==> src/rtl/operand_resolver.sv <==
module operand_resolver #(
  parameter int AW = 8
) (
  input  logic          clk,
  input  logic          rst_n,
  input  logic          start_i,
  input  logic [1:0]    mode_i,
  input  logic [AW-1:0] operand_i,
  input  logic [AW-1:0] index_i,
  output logic          done_o,
  output logic [AW-1:0] result_o,
  output logic          rd_req_o,
  output logic [AW-1:0] rd_addr_o,
  input  logic          rd_valid_i,
  input  logic [AW-1:0] rd_data_i
);

  localparam logic [1:0] M_IMM = 2'b00, M_DIR = 2'b01, M_IND = 2'b10, M_IDX = 2'b11;
  localparam logic [1:0] S_IDLE = 2'd0, S_ISSUE = 2'd1, S_WAIT1 = 2'd2, S_WAIT2 = 2'd3;

  logic [1:0]    state_q;
  logic [AW-1:0] addr_q;
  logic          ind_q;

  wire idle     = state_q == S_IDLE;
  wire chain    = state_q == S_WAIT1 && rd_valid_i && ind_q;
  wire finish   = rd_valid_i && ((state_q == S_WAIT1 && !ind_q) || state_q == S_WAIT2);

  assign rd_req_o  = (state_q == S_ISSUE) || chain;
  assign rd_addr_o = chain ? rd_data_i : addr_q;

  always_ff @(posedge clk) begin
    if (!rst_n) begin
      state_q  <= S_IDLE;
      addr_q   <= '0;
      ind_q    <= 1'b0;
      done_o   <= 1'b0;
      result_o <= '0;
    end else begin
      done_o <= 1'b0;
      case (state_q)
        S_IDLE: if (start_i) begin
          if (mode_i == M_IMM) begin
            result_o <= operand_i;
            done_o   <= 1'b1;
          end else begin
            state_q <= S_ISSUE;
            addr_q  <= (mode_i == M_IDX) ? operand_i + index_i : operand_i;
            ind_q   <= mode_i == M_IND;
          end
        end
        S_ISSUE: state_q <= S_WAIT1;
        S_WAIT1: if (chain) state_q <= S_WAIT2;
        default: ;
      endcase
      if (finish) begin
        result_o <= rd_data_i;
        done_o   <= 1'b1;
        state_q  <= S_IDLE;
      end
    end
  end

  wire unused_ok = &{1'b0, M_DIR};

endmodule

==> config.mk <==
export PLATFORM = sky130hd
export DESIGN_NAME = operand_resolver
export DESIGN_NICKNAME = d
export VERILOG_FILES = /design/src/rtl/operand_resolver.sv
export SDC_FILE = /design/constraint.sdc
export NUM_CORES = 1
export LEC_CHECK = 0
export ABC_AREA = 0
export BUFFER_PORTS_ARGS = -buffer_cell sky130_fd_sc_hd__buf_2
export CORE_MARGIN = 2
export CORE_UTILIZATION = 53
export DETAILED_ROUTE_END_ITERATION = 12
export HOLD_SLACK_MARGIN = 0.08
export PLACE_DENSITY = 0.94
export SETUP_SLACK_MARGIN = 0.2
export SLEW_MARGIN = 0
export SYNTH_ARGS = -nofsm -noshare
export SYNTH_HDL_FRONTEND = slang
export SYNTH_SLANG_ARGS = --single-unit
==> constraint.sdc <==
create_clock -name clk -period 4.6 [get_ports clk]
set_clock_uncertainty 0.1 [all_clocks]
set_input_delay 0.46 -clock clk [delete_from_list [all_inputs] [get_ports clk]]
set_output_delay 0.46 -clock clk [all_outputs]
set_load 0.1 [all_outputs]
Yosys cells after proc, flatten, opt, wreduce, memory -nomap -nowiden --
Index checks and enable logic that the tools add are counted. W data, S select, Z words.
Storage, ports and cells: output and inout bits 18, register bits after elaboration 20, logic and storage cells 47
Operators by class: equal/unequal tests 8, reductions and logical operators 17, add/subtract/negate cells 1, muxes and demuxes 14, bitwise gates (word level) 2
Operators by type and width (count):
- $mux W8 | 6
- $add A8 B8 Y8 | 1
- $eq A2 B2 Y1 const B | 4
- $mux W2 | 3
- $ne A2 B2 Y1 const B | 3
- $pmux W2 S3 | 1
- $reduce_and A3 Y1 | 2
- $reduce_bool A2 Y1 | 3
- $logic_and A1 B1 Y1 | 4
- $logic_not A2 Y1 | 2
- $mux W1 | 4
- $reduce_and A4 Y1 | 1
- $reduce_bool A3 Y1 | 1
- $eq A2 B1 Y1 const B | 1
- $logic_or A1 B1 Y1 | 2
- $not A1 Y1 | 2
- $reduce_or A2 Y1 | 1
- $logic_not A1 Y1 | 1

Logic depth before layout (Yosys ltp) --
depth after elaboration 6, depth in mapped cells 8, gate-level depth less buffers 8

Worst setup path after synthesis --
No wires, ideal clock.
path type flip-flop to output port, start reg state_q[0], end out rd_req_o, stages on the path, launching flop included 5, path buffers 0, arrival time 1.643 ns, slack 2.397 ns, data required time 4.040 ns, cell sequence dfxtp_1 -> inv_1 -> ha_1 -> nand3_1 -> nand2b_1
On the way: cells in the longest elaborated chain, start to end 4
Ends and longest elaborated chain:
- start, declared | line 21 | logic [1:0] state_q;
- start signal, assigned | line 34 | state_q <= S_IDLE;
- start signal, assigned | line 47 | state_q <= S_ISSUE;
- start signal, assigned | line 52 | S_ISSUE: state_q <= S_WAIT1;
- $eq A2 B2 Y1 | line 26 | wire chain = state_q == S_WAIT1 && rd_valid_i && ind_q;
- $logic_and A1 B1 Y1 (2 in series) | line 26
- $logic_or A1 B1 Y1 (*) | line 29 | assign rd_req_o = (state_q == S_ISSUE) || chain;
- end, declared | line 12 | output logic rd_req_o,
Mark *: on every way between the ends. The rest lies on a longest branch, timed or not.

Worst setup path in the final report --
start reg state_q[0], end out rd_addr_o[4]
On the way: cells in the longest elaborated chain, start to end 4
Ends and longest elaborated chain:
- $eq A2 B2 Y1 | line 26
- $logic_and A1 B1 Y1 (2 in series) | line 26
- $mux W8 | line 30 | assign rd_addr_o = chain ? rd_data_i : addr_q;
- end, declared | line 13 | output logic [AW-1:0] rd_addr_o,
Every way passes these cells.

==> out/qor.txt <==
PwrDens -> 550 nW/um2
Max Cap Viol -> 0
Max VDD drop -> 0.000455 V
Share of cells above drive strength 1 -> 31.7%
Min cycle time layout -> 2.68 ns
Num ports -> 48
DRT Wirelength -> 3.37 mm
F_max -> 0.373 GHz
P_leak -> 0.931 nW
DRC Markers -> 0
Initial antenna violation count -> 0
Clk_lat worst skew -> 0.32 ns
WL/cell -> 14.5 um
Worst Setup End Kind -> output port
Mean Syn Cell Area -> 8.85 um2
Initial core utilization -> 56.1%
Antenna Nets Post-Route -> 0
Synthesized area -> 1390 um2
# nets final -> 246
RSZ-0062 raised after global routing -> no
CTS root buf -> clkbuf_4
Worst Tran Pin Value -> 0.723 ns
Die width -> 55.2 um
GPL Wtd Cong -> 0.801
Input/output buffers -> 47
Slew headroom -> 51.8%
Power, Total -> 0.000922 W
# resized after CTS -> 0
Period utilization -> 58.2%
Arr. time, crit path -> 2.12 ns
Die area -> 3050 um2
Cts hold-fix bufs -> 0
Vias per cell -> 5.76
Final setup vio count -> 0
Area grow syn2layout -> 20.4%
Global-route wire length before repair -> 5.62 mm
DP Area -> 1640 um2
CTS tree -> built
First drt pass iteration count -> 4
Final instance area -> 1670 um2
HPWL after detailed placement -> 2.55 mm
Synth Instances -> 157
Worst setup SP type -> register
DR vias -> 1337
Synth Net Count -> 200
Hold WC Path Type -> input pin to register
H-tree depth -> 1
1st-iter DRT viols -> 32
Largest net degree at the start of global routing -> 22
CTS Sinks -> 20
Setup CP Type -> register to output port
GRT overflow -> 0
Filler cell count -> 224
Tot GR Track Use -> 22.9%
Number of global-route vias before repair -> 1284
Post-synthesis register bit count -> 20
Setup tns final -> 0 ns
Synth cell types -> 37
Clock input transition at the sequential cells of the worst setup and hold paths -> 0.12 ns
Final Max Tran Viols -> 0
CTS Buffer Depth -> 2
Die Ht -> 55.2 um
Core area -> 2480 um2
CTS Buf Count -> 3
Worst Path Max Fanout -> 9
Status -> completed
Diode count -> 0
Seq/Total Area, Yosys -> 28.8%
Num rows -> 18
Postcts setup bufs -> 0
Hold Fails Final Rpt -> 0
Critical Path RT -> 4.04 ns
YS warnings -> 0
-- kinds of logic after synthesis --
group	count (synthesis)	share of synthesized area (%)
compound gates	44	24.8
xor+xnor	4	2.52
fa+ha+maj	13	12.2
buf+inv	14	4.23
flops	20	28.8
mux	17	13.0
simple gates	45	14.5
-- worst max-delay path: stages (launching register included) --
cell     delay, ns
dfxtp_1       0.38
inv_1         0.10
ha_1          0.20
nand3_1       0.36
mux2_2        0.35
buf_2         0.42
-- synth_stat cells (all sizes together) --
cell | number | share of area, %
nand4 | 1 | 0.45
mux2 | 8 | 6.5
a31oi | 4 | 1.8
nor3 | 1 | 0.36
o311ai | 2 | 1.3
nand2 | 23 | 6.2
a211oi | 2 | 1.4
a21oi | 4 | 1.7
and2 | 1 | 0.45
ha | 12 | 11
o21a | 2 | 1.1
o211ai | 3 | 1.6
inv | 7 | 1.9
a21o | 1 | 0.54
o21ai | 10 | 3.9
o31ai | 1 | 0.90
xnor2 | 2 | 1.3
a41o | 1 | 0.72
clkbuf | 2 | 0.54
a21boi | 1 | 0.54
o211a | 12 | 8.6
o31a | 1 | 0.63
nand2b | 2 | 0.90
nand3 | 5 | 1.8
buf | 5 | 1.8
mux2i | 9 | 6.5
fa | 1 | 1.4
dfxtp | 20 | 29
xor2 | 2 | 1.3
nor2b | 3 | 1.4
nor2 | 6 | 1.6
or3 | 1 | 0.45
and3 | 2 | 0.90
-- path summary, 6_finish.rpt --
kind,startpoint,to,slack [ns],cells after the start
hold / removal,rd_data_i[7],result_o[7],0.29,2
hold reg to reg,addr_q[0],addr_q[0],0.43,1
setup reg to reg,state_q[1],state_q[1],2.57,7
setup / recovery,state_q[0],rd_addr_o[4],1.92,5
-- layout by cell type (no fill, tap or decap), types with 2 or more instances in the layout --
cell type  instances
clkbuf_4           3
a21oi_1            3
o211ai_1           3
nand3_1            5
and3_1             2
ha_1              12
dfxtp_1           20
o21a_1             2
nor2_1             6
nand2_1           23
nand2b_1           2
mux2_2             8
o21ai_0            8
o211a_1           12
xnor2_1            2
a31oi_1            4
nor2b_1            3
buf_2             47
o311ai_0           2
xor2_1             2
mux2i_1            9
inv_1              7
-- cell type report --
type	count	area [um2]	area share (%)
flip-flops and latches	20	400	23.9
inverters	7	26.3	1.57
clock buffers	4	36.3	2.17
multi-input cells	123	931	55.6
repair buffers	48	243	14.5
well taps	30	37.5	2.24
-- stage by stage --
stage	instances	util (%)	setup slack (ns)	hold slack (ns)
floorplan	157	-	2.40	0.366
global placement	228	66.1	2.32	0.393
detailed placement	228	66.1	2.25	0.394
CTS	232	67.6	1.89	0.286
global route	232	67.6	1.76	0.296
finish	232	67.6	1.92	0.285
-- state kept, by name, indices dropped and copies added (netlist names) --
| register | count |
|---|---|
| ind_q | 1 |
| addr_q | 8 |
| done_o | 1 |
| state_q | 2 |
| result_o | 8 |
-- layer usage --
metal	vias up	GRT usage [%]	wire length [um]
met2	56	41.0	1680
met4	0	6.27	23
met1	611	27.6	1450
met5	-	0	0
li1	665	-	-
met3	5	4.68	216
-- where the power goes --
group	total, W	switching, W	internal [W]
logic	0.000568	0.000428	0.000140
registers	0.000246	0.0000299	0.000216
clock network	0.000107	0.0000588	0.0000485
No activity file was read; power rests on OpenSTA's default activity.
